===== src/rtl/msg_route_decide.sv =====
module msg_route_decide #(
  parameter int NUM_DN = 4,
  localparam int MASK_W = NUM_DN + 1,
  localparam int PORT_W = (MASK_W > 2) ? $clog2(MASK_W) : 1
) (
  input  logic              clk,
  input  logic              rst_n,
  input  logic              ep_mode,
  input  logic              in_valid,
  output logic              in_ready,
  input  logic [PORT_W-1:0] in_port,
  input  logic              in_is_msg,
  input  logic [2:0]        in_route,
  output logic              out_valid,
  input  logic              out_ready,
  output logic [MASK_W-1:0] out_egress,
  output logic              out_malformed,
  output logic              out_consume,
  output logic              out_bypass
);
  localparam logic [2:0] RC_ROOT   = 3'b000;
  localparam logic [2:0] RC_ADDR   = 3'b001;
  localparam logic [2:0] RC_ID     = 3'b010;
  localparam logic [2:0] RC_BCAST  = 3'b011;
  localparam logic [2:0] RC_LOCAL  = 3'b100;
  localparam logic [2:0] RC_GATHER = 3'b101;

  localparam logic [MASK_W-1:0] UP_MASK = MASK_W'(1);
  localparam logic [MASK_W-1:0] DN_MASK = {{NUM_DN{1'b1}}, 1'b0};

  logic              from_up;
  logic              accept;
  logic [MASK_W-1:0] d_mask;
  logic              d_mal, d_con, d_byp;

  assign from_up  = (in_port == '0);
  assign in_ready = !out_valid || out_ready;
  assign accept   = in_valid && in_ready;

  always_comb begin
    d_mask = '0;
    d_mal  = 1'b0;
    d_con  = 1'b0;
    d_byp  = 1'b0;
    if (!in_is_msg) begin
      d_byp = 1'b1;
    end else begin
      case (in_route)
        RC_ROOT, RC_GATHER: begin
          if (!ep_mode) begin
            if (from_up) d_mal = 1'b1;
            else         d_mask = UP_MASK;
          end
        end
        RC_BCAST: begin
          if (ep_mode)      d_con = 1'b1;
          else if (from_up) d_mask = DN_MASK;
          else              d_mal = 1'b1;
        end
        RC_LOCAL:      d_con = 1'b1;
        RC_ADDR, RC_ID: d_byp = 1'b1;
        default:       d_mal = 1'b1;
      endcase
    end
  end

  always_ff @(posedge clk) begin
    if (!rst_n) begin
      out_valid     <= 1'b0;
      out_egress    <= '0;
      out_malformed <= 1'b0;
      out_consume   <= 1'b0;
      out_bypass    <= 1'b0;
    end else begin
      if (accept) begin
        out_valid     <= 1'b1;
        out_egress    <= d_mask;
        out_malformed <= d_mal;
        out_consume   <= d_con;
        out_bypass    <= d_byp;
      end else if (out_ready) begin
        out_valid <= 1'b0;
      end
    end
  end
endmodule



===== config.mk =====
export PLATFORM = sky130hd
export DESIGN_NAME = msg_route_decide
export DESIGN_NICKNAME = d
export VERILOG_FILES = /design/src/rtl/msg_route_decide.sv
export SDC_FILE = /design/constraint.sdc
export NUM_CORES = 1
export LEC_CHECK = 0
export ABC_AREA = 1
export BUFFER_PORTS_ARGS = -buffer_cell sky130_fd_sc_hd__buf_2
export CAP_MARGIN = 20
export CORE_AREA = 3 3 40 42
export DETAILED_ROUTE_END_ITERATION = 6
export DIE_AREA = 0 0 43 45
export MAX_ROUTING_LAYER = met4
export SETUP_SLACK_MARGIN = 0.1
export SLEW_MARGIN = 20
export SYNTH_ARGS = -nofsm -noshare
export SYNTH_HDL_FRONTEND = slang
export SYNTH_SLANG_ARGS = --single-unit

===== constraint.sdc =====
create_clock -name clk -period 0.8 [get_ports clk]
set_input_delay 0.08 -clock clk [delete_from_list [all_inputs] [get_ports clk]]
set_output_delay 0.08 -clock clk [all_outputs]
set_load 0.05 [all_outputs]

==> out/qor.yml, run 1 <==
firstDrtPassIters: 3
io_buffers: 21
reg2reg_from: "out_valid$_SDFFE_PN0P_"
die_height_um: 45
status: "complete, but fails checks"
synth_compound_area_frac: 0.1229
synth_fp_nets: 69
start_util: 0.2853
synthAdderAreaFrac: 0
ys_seq_area_frac: 0.3276
fin_crit_sh: 1.135
grt_pass1_wl_um: 1421
critPathKind: "flip-flop to primary output"
io_pins: 22
clkLatencyLatePin_ns: 0.24
synthTopCellsByArea: "dfxtp_1 33%, nand2_1 14%, inv_1 11%"
placed_cell_area_um2: 486.7
areaGrowthSynthToFinish_pct: 73.38
fin_ws_ns: -0.1079
p_per_area_mw_per_mm2: 1290
worstMarginPinSlew_ns: 0.2163
drive_above_1_share: 0.5256
slew_headroom: 0.8543
switching_power_uw: 254.4
coreArea_mm2: 0.001285
vias: 406
endpoint: "in_ready"
finalSetupViolations: 14
cts_buffer_depth: 2
sw_frac_of_total: 0.3102
synthCells: 57
synthFlopType: "dfxtp_1"
antenna_found_initial: 0
power.internal_uw: 565.7
ant_nets: 0
place_inst: 90
critPathArrivalTime_ns: 0.83
synth_top_family_by_area: "simple AND/OR/NAND/NOR gates"
grt_pass1_vias: 361
crit-reg2reg-capture: "out_egress[3]$_SDFFE_PN0P_"
grt_max_degree: 6
cts.sinks: 6
grt_use_total: 0.1066
final_cell_count_no_fill: 93
cts_tree: "yes"
drt_iter0_markers: 8
met1_usage: 0.1165
synth_edf_count: 0
synth-simple-area-share: 0.3754
crit_required_ns: 0.72
numCtsBuffers: 3
die_area_mm2: 0.001935
htreeDepth: 1
final_area_um2: 635.6
yosysMostFrequentCell: "nand2_1"
yosys.area.top_type: "dfxtp_1"
grt_use_met3: 0.07171
clockPowerShare: 0.336
async_reset_ff_frac: 0
finalCriticalPeriod_ns: 0.9079
totalWireLength_um: 872
start_kind: "flip-flop"
critical_path.startpoint: "out_valid$_SDFFE_PN0P_"
fmax_ghz: 1.102
num_rows: 13
grtUsageMet2: 0.1557
yosys_register_bits: 6
syn-cell-area_um2: 366.6
nets: 92
fillers: 130
r2r_cells: 5
cp-end-kind: "primary output"
hold_violations: 0
dp_slack_ns: -0.08042
p_comb_frac: 0.270
drc_errors: 0
dp.final_hpwl_um: 658.7
cp_max_fo: 5
timing.reg2reg.setup_slack_ns: -0.10
whs_ns: 0.03665
grt_overflow: 0
slew_viol_final: 0
p_leak_uw: 0.0003110
clk_pin_slew_worst_paths_ns: 0.04
cts-root-buf: "clkbuf_4"
holdBufCountCts: 0
synth_area_per_cell_um2: 6.432
yosys_warnings: 0
post_drt_wl_per_cell_um: 9.376
synth.distinct_cells: 13
insertedDiodeCount: 0
yosysTopAreaCellShare: 0.3276
synth_commonest_cells: "14 x nand2_1, 11 x inv_1, 7 x a21oi_1"
sequentialPowerShare: 0.394
synth_xor_area_frac: 0
failed_checks: "negative setup slack"
min_path_type: "input pin to flip-flop"
fin_setup_tns_ns: -0.8706
rsz0062_at_grt: "yes"
avgViaCountPerCell: 4.366
gr-max-usage-layer: "met2"
postCtsSetupRepairBufs: 0
synthMuxAreaShare: 0
cap_violations: 0
irDropWorstVdd_uv: 1023
die_w_um: 43
routabilityCongestion: 0.7072
fin_skew_ns: 0.001690
worst min path at each step:
stage                                 endpoint  start  slack (ns)  depth (start not counted)
floorplan           out_malformed$_SDFFE_PN0P_  rst_n        0.18                          2
global placement    out_malformed$_SDFFE_PN0P_  rst_n        0.28                          3
detailed placement  out_malformed$_SDFFE_PN0P_  rst_n        0.29                          3
CTS                 out_malformed$_SDFFE_PN0P_  rst_n        0.03                          3
global route        out_malformed$_SDFFE_PN0P_  rst_n        0.04                          3
finish              out_malformed$_SDFFE_PN0P_  rst_n        0.04                          3
cell type report:
class / instances / area (um^2) / share of cell area
inverters: 11 / 41.29 / 0.06496
clock buffers: 3 / 22.52 / 0.03543
multi-input cells: 37 / 222.7 / 0.3504
well taps: 15 / 18.77 / 0.02953
repair buffers: 21 / 197.7 / 0.3110
flip-flops and latches: 6 / 132.6 / 0.2087
registers in the layout, summed over array words and instances, names as in the netlist:
name	flops
out_consume	1
out_valid	1
out_bypass	1
out_malformed	1
out_egress	2
critical path, cell delays in order, from the launching register on:
cell and delay, ns:
dfxtp_4 0.37, nand2_8 0.07, buf_8 0.15
metal layers:
| layer | share of wire | vias up | routed length, um |
|---|---|---|---|
| li1 | - | 220 | - |
| met1 | 0.44 | 171 | 383 |
| met2 | 0.47 | 13 | 413 |
| met3 | 0.081 | 2 | 71 |
| met4 | 0.0046 | 0 | 4 |
| met5 | 0 | - | 0 |
cells in the final DEF (no fill, tap or decap), drive strengths merged:
cell type  instances
nor3               1
buf               21
dfxtp              6
inv               11
nor2               5
nand2             15
clkbuf             3
a21oi              7
nand3              5
and2               1
o21ai              2
nand4              1
cells by family (layout without fill, tap and decap cells):
group,Yosys count,in the layout
and+or+nand+nor,28,28
buffers and inverters,14,35
AOI/OAI and AO/OA,9,9
DFF,6,6
per-stage QoR:
stage	power [uW]	utilization
3_3_place_gp	506.3	0.3788
2_1_floorplan	447.3	-
5_1_grt	881.6	0.4946
6_report	820.1	0.4946
4_1_cts	824.8	0.4684
3_5_place_dp	506.9	0.3788
power by group through the flow:
stage               clock network, uW  logic (uW)  registers [uW]
floorplan                           0        81.9             365
global placement                    0         183             323
detailed placement                  0         184             323
CTS                               291         212             322
global route                      316         242             324
finish                            276         222             323
repair_timing:
item                                    4_1_cts  5_1_grt
pin swaps                                     2        4
resized for setup                            31       10
endpoints found under the setup margin       16       16
No activity file was read; power rests on OpenSTA's default activity.
==> inputs of run 2 (changes only) <==
CORE_AREA = 2 2 39 41   (was 3 3 40 42)
DIE_AREA = 0 0 41 43   (was 0 0 43 45)
PLACE_DENSITY = 0.69   (was unset)
==> run 2 against run 1 <==
  * The flow still finishes with violations (negative setup slack)
  * Setup slack lost 0.018 ns
  * Sequential share of layout area shrank 0.36 points
  * Global-route usage increased by 1.4 points
  * Non-clock buffer count is 2 higher
  * Clock skew is 0.0068 ns higher
  * Critical path depth up 3
  * Flip-flop and latch count unchanged
  * Largest power group unchanged
==> out/qor.yml, run 2 (synthesis results as in run 1) <==
status: "complete, but fails checks"  # unchanged
failed_checks: "negative setup slack"  # unchanged
slew_viol_final: 0  # unchanged
critical_path.startpoint: "out_valid$_SDFFE_PN0P_"  # unchanged
critPathKind: "flip-flop to flip-flop"  # was flip-flop to primary output
routabilityCongestion: 0.8304  # was 0.7072
p_per_area_mw_per_mm2: 1310  # was 1290 mW/mm^2
whs_ns: 0.04790  # was 0.03665 ns
clockPowerShare: 0.357  # was 0.336
hold_violations: 0  # unchanged
placed_cell_area_um2: 488.0  # was 486.7 um^2
htreeDepth: 1  # unchanged
critPathSlowestCell: "dfxtp_4"  # unchanged
irDropWorstVdd_uv: 960.5  # was 1023 uV
final_common_cell: "nand2_1"  # unchanged
fin_ws_ns: -0.1262  # was -0.1079 ns
die_w_um: 41  # was 43 um
drt_iter0_markers: 5  # was 8
drive_above_1_share: 0.5062  # was 0.5256
avgViaCountPerCell: 4.392  # was 4.366
sw_frac_of_total: 0.3064  # was 0.3102
min_path_type: "input pin to flip-flop"  # unchanged
p_leak_uw: 0.0003204  # was 0.0003110 uW
start_util: 0.2649  # was 0.2853
critPathArrivalTime_ns: 1.06  # was 0.83 ns
layout_common_cells: "13 x nand2_1, 11 x buf_2, 10 x inv_1, 8 x buf_8"  # was 12 x nand2_1, 11 x buf_2, 10 x inv_1, 9 x buf_8
min_from: "rst_n"  # unchanged
start_kind: "flip-flop"  # unchanged
numCtsBuffers: 3  # unchanged
switching_power_uw: 259.6  # was 254.4 uW
crit_required_ns: 0.93  # was 0.72 ns
post_drt_wl_per_cell_um: 8.392  # was 9.376 um
slew_headroom: 0.8623  # was 0.8543
io_buffers: 21  # unchanged
cap_violations: 0  # unchanged
cp-end-kind: "flip-flop"  # was primary output
ant_nets: 0  # unchanged
largest_register: "out_egress"  # unchanged
grt_pass1_wl_um: 1366  # was 1421 um
worstMarginPinSlew_ns: 0.2044  # was 0.2163 ns
path_cells: "nand2_8, nand3_4, buf_4, a21oi_2, nor3_1"  # was nand2_8, buf_8
p_comb_frac: 0.263  # was 0.270
cts_buffer_depth: 2  # unchanged
clk_pin_slew_worst_paths_ns: 0.05  # was 0.04 ns
max_stage_delay_ns: 0.36  # was 0.37 ns
fin_skew_ns: 0.008508  # was 0.001690 ns
fmax_ghz: 1.080  # was 1.102 GHz
largest_reg_flops: 2  # unchanged
firstDrtPassIters: 5  # was 3
finalSetupViolations: 12  # was 14
rsz0062_at_grt: "yes"  # unchanged
vias: 426  # was 406
die_area_mm2: 0.001763  # was 0.001935 mm^2
sequentialPowerShare: 0.380  # was 0.394
cp_max_fo: 5  # unchanged
final_area_um2: 646.9  # was 635.6 um^2
fin_crit_sh: 1.158  # was 1.135
grt_overflow: 0  # unchanged
cts-root-buf: "clkbuf_4"  # unchanged
power.internal_uw: 587.7  # was 565.7 uW
drc_errors: 0  # unchanged
cts.sinks: 6  # unchanged
coreArea_mm2: 0.001384  # was 0.001285 mm^2
areaGrowthSynthToFinish_pct: 76.45  # was 73.38%
clkLatencyLatePin_ns: 0.25  # was 0.24 ns
finalCriticalPeriod_ns: 0.9262  # was 0.9079 ns
nets: 94  # was 92
die_height_um: 43  # was 45 um
cts_tree: "yes"  # unchanged
grt_use_total: 0.1205  # was 0.1066
antenna_found_initial: 0  # unchanged
grt_pass1_vias: 372  # was 361
num_rows: 14  # was 13
io_pins: 22  # unchanged
p_total_uw: 847.3  # was 820.1 uW
grt_max_degree: 6  # unchanged
insertedDiodeCount: 0  # unchanged
reg2reg_from: "out_valid$_SDFFE_PN0P_"  # unchanged
dp.final_hpwl_um: 675.4  # was 658.7 um
totalWireLength_um: 814  # was 872 um
==> run 2: cell types whose count changed in the layout (fill, tap and decap cells not counted) <==
cell	delta
nor2_2	-1
clkbuf_1	+1
buf_8	-1
nand2_2	-1
nand2_1	+1
nor2_1	+1
buf_6	+1
buf_4	+2
==> run 2: power groups by stage <==
stage                     logic (uW)  registers [uW]  clock network [uW]
final                            223             322                 302
after CTS                        215             322                 321
after floorplan                 81.9             365                   0
after global routing             244             324                 354
after global placement           181             323                   0
after detailed placement         186             323                   0
==> run 2: through the flow <==
| step | util | std cells | TNS [ns] | setup WS (ns) |
|---|---|---|---|---|
| floorplan | - | 57 | -0.9325 | -0.2027 |
| global placement | 0.3526 | 91 | -0.1868 | -0.06807 |
| detailed placement | 0.3526 | 91 | -0.2702 | -0.1077 |
| CTS | 0.4476 | 96 | -0.9988 | -0.1306 |
| global route | 0.4675 | 97 | -1.666 | -0.2004 |
| finish | 0.4675 | 97 | -0.9690 | -0.1262 |
==> run 2: layer usage <==
layer / part of all wire / GRT usage / vias up
met2: 0.52 / 0.1813 / 19
met3: 0.10 / 0.09424 / 0
li1: - / - / 223
met4: 0 / 0.02000 / 0
met5: 0 / - / -
met1: 0.38 / 0.1226 / 184
==> run 2: layout make-up <==
| type | instances | area (um^2) |
|---|---|---|
| Sequential cell | 6 | 132.6 |
| Clock buffer | 4 | 26.28 |
| Inverter | 11 | 41.29 |
| Multi-Input combinational cell | 37 | 217.7 |
| Fill cell | 145 | 737.0 |
| Timing Repair Buffer | 23 | 209.0 |
| Tap cell | 16 | 20.02 |
==> run 2: timing repair <==
action / 4_1_cts / 5_1_grt
gates resized for setup: 33 / 5
hold buffers: 0 / 0
setup endpoints to repair: 16 / 16
pin swaps: 3 / 1
buffers inserted: 1 / 1
==> run 2: worst max-delay path: cells and delay by family, from the launching register on <==
kind | cells | cell delay (ns)
flip-flops | 1 | 0.36
buffers and inverters | 1 | 0.15
AO/OA/AOI/OAI | 1 | 0.09
AND/OR/NAND/NOR | 3 | 0.22
==> run 2: path summary, 6_finish.rpt <==
path | end | slack (ns) | cells past startpoint
hold reg to reg | out_egress[0]$_SDFFE_PN0P_ | 0.47 | 2
setup / recovery | out_bypass$_SDFFE_PN0P_ | -0.13 | 5
setup reg to reg | out_bypass$_SDFFE_PN0P_ | -0.13 | 5
hold / removal | out_malformed$_SDFFE_PN0P_ | 0.05 | 3
==> inputs of run 3 (changes only) <==
PLACE_DENSITY = unset   (was 0.69)
==> run 3 against run 2 <==
  * The run still ends with negative setup slack left
  * Sequential share of layout area down 0.079 points
  * Core utilization up 0.18 points
  * Register-to-register slack better by 0.02 ns
  * Flip-flop and latch count unchanged
  * Cell count did not move
  * Highest routed layer unchanged
==> out/qor.yml, run 3 (synthesis results as in run 1) <==
status: "complete, but fails checks"  # unchanged
failed_checks: "negative setup slack"  # unchanged
crit_required_ns: 0.98  # was 0.93 ns
totalWireLength_um: 808  # was 814 um
drc_errors: 0  # unchanged
die_height_um: 43  # unchanged
largest_register: "out_egress"  # unchanged
die_area_mm2: 0.001763  # unchanged
hold_violations: 0  # unchanged
cts.sinks: 6  # unchanged
grt_overflow: 0  # unchanged
cts_tree: "yes"  # unchanged
critPathArrivalTime_ns: 1.09  # was 1.06 ns
cap_violations: 0  # unchanged
drt_iter0_markers: 3  # was 5
critPathKind: "flip-flop to flip-flop"  # unchanged
vias: 418  # was 426
gr-max-usage-layer: "met2"  # unchanged
grt_use_met3: 0.08377  # was 0.09424
fillers: 147  # was 145
start_kind: "flip-flop"  # unchanged
slew_viol_final: 0  # unchanged
grt_pass1_vias: 392  # was 372
worstMarginPinSlew_ns: 0.1663  # was 0.2044 ns
fin_skew_ns: 0.008075  # was 0.008508 ns
p_per_area_mw_per_mm2: 1300  # was 1310 mW/mm^2
dp.final_hpwl_um: 643.6  # was 675.4 um
post_drt_wl_per_cell_um: 8.330  # was 8.392 um
fmax_ghz: 1.100  # was 1.080 GHz
irDropWorstVdd_uv: 717.3  # was 960.5 uV
place_inst: 92  # was 91
rsz0062_at_grt: "yes"  # unchanged
fin_ws_ns: -0.1092  # was -0.1262 ns
die_w_um: 41  # unchanged
critPathSlowestCell: "dfxtp_4"  # unchanged
cts-root-buf: "clkbuf_4"  # unchanged
coreArea_mm2: 0.001384  # unchanged
clk_pin_slew_worst_paths_ns: 0.05  # about the same
placed_cell_area_um2: 495.5  # was 488.0 um^2
antenna_found_initial: 0  # unchanged
areaGrowthSynthToFinish_pct: 77.13  # was 76.45%
cts_buffer_depth: 2  # unchanged
fin_crit_sh: 1.136  # was 1.158
cp_common_cell: "nand2_1"
p_leak_uw: 0.0003200  # was 0.0003204 uW
ant_nets: 0  # unchanged
final_common_cell: "nand2_1"  # unchanged
io_buffers: 21  # unchanged
grtUsageMet2: 0.1844  # was 0.1813
num_rows: 14  # unchanged
firstDrtPassIters: 4  # was 5
utilization: 0.4693  # was 0.4675
avgViaCountPerCell: 4.309  # was 4.392
critPathBufInv: 1  # unchanged
max_stage_delay_ns: 0.36  # about the same
finalSetupViolations: 12  # unchanged
finalCriticalPeriod_ns: 0.9092  # was 0.9262 ns
htreeDepth: 1  # unchanged
min_path_type: "input pin to flip-flop"  # unchanged
cp-end-kind: "flip-flop"  # unchanged
insertedDiodeCount: 0  # unchanged
final_cell_count_no_fill: 97  # unchanged
largest_reg_flops: 2  # unchanged
final_area_um2: 649.4  # was 646.9 um^2
clkLatencyLatePin_ns: 0.24  # was 0.25 ns
holdBufCountCts: 0  # unchanged
drive_above_1_share: 0.5185  # was 0.5062
path_delay_family: "simple AND/OR/NAND/NOR gates"  # was flip-flops
grt_pass1_wl_um: 1386  # was 1366 um
layout_common_cells: "13 x nand2_1, 11 x buf_2, 10 x inv_1, 8 x buf_8"  # unchanged
numCtsBuffers: 3  # unchanged
met1_usage: 0.1201  # was 0.1226
path_cells: "nand2_8, nand3_4, nor2_4, nand2_1, nand3_1, nand2_1, inv_1"  # was nand2_8, nand3_4, buf_4, a21oi_2, nor3_1
nets: 94  # unchanged
io_pins: 22  # unchanged
grt_use_total: 0.1156  # was 0.1205
grt_max_degree: 6  # unchanged
slew_headroom: 0.8879  # was 0.8623
cp_max_fo: 4  # was 5
routabilityCongestion: 0.8220  # was 0.8304
start_util: 0.2649  # unchanged
-- run 3: cell types whose count changed in the layout (fill, tap and decap cells not counted) --
| cell | previous run | this run |
|---|---|---|
| nor2_1 | 4 | 3 |
| nor2_2 | 0 | 1 |
-- run 3: path summary, 6_finish.rpt --
path | start | to | slack (ns) | depth (start not counted)
worst max-delay path | out_valid$_SDFFE_PN0P_ | out_malformed$_SDFFE_PN0P_ | -0.11 | 7
worst max register to register | out_valid$_SDFFE_PN0P_ | out_malformed$_SDFFE_PN0P_ | -0.11 | 7
worst min register to register | out_consume$_SDFFE_PN0P_ | out_consume$_SDFFE_PN0P_ | 0.48 | 2
worst min-delay path | rst_n | out_malformed$_SDFFE_PN0P_ | 0.04 | 3
-- run 3: report_power, final --
group | switching [uW] | internal, uW | total (uW)
registers | 13.6 | 310 | 324
clock network | 107 | 189 | 295
logic | 134 | 91.2 | 225
total | 254 | 590 | 844
-- run 3: timing repair --
item,4_1_cts,5_1_grt
hold endpoints to repair,0,0
pin swaps,3,2
gates resized for setup,30,9
buffers inserted,1,0
setup endpoints to repair,16,16
gates cloned,0,0
-- run 3: metal layers --
| layer | part of all wire | wire length, um |
|---|---|---|
| met5 | 0 | 0 |
| met4 | 0 | 0 |
| met3 | 0.092 | 74 |
| met2 | 0.49 | 392 |
| met1 | 0.42 | 341 |
-- run 3: through the flow --
step / power [uW] / hold WS [ns] / setup WS, ns / TNS (ns)
floorplan: 447.3 / 0.1776 / -0.2027 / -0.9325
global placement: 508.3 / 0.2817 / -0.07012 / -0.2146
detailed placement: 510.6 / 0.2835 / -0.09356 / -0.2470
CTS: 862.0 / 0.03167 / -0.1276 / -1.077
global route: 916.3 / 0.04162 / -0.1815 / -1.478
finish: 844.1 / 0.03959 / -0.1092 / -0.8679
-- run 3: worst register-to-register path: cells and delay by family, from the launching register on --
| kind | cells | cell delay, ns |
|---|---|---|
| AND/OR/NAND/NOR | 6 | 0.46 |
| flip-flops | 1 | 0.36 |
| buffers and inverters | 1 | 0.04 |
-- run 3: area by class of cell --
| type | instances | area (um^2) | share of cell area |
|---|---|---|---|
| Multi-Input combinational cell | 37 | 220.2 | 0.3391 |
| Timing Repair Buffer | 23 | 209.0 | 0.3218 |
| Sequential cell | 6 | 132.6 | 0.2042 |
| Inverter | 11 | 41.29 | 0.06358 |
| Clock buffer | 4 | 26.28 | 0.04046 |
| Tap cell | 16 | 20.02 | 0.03083 |
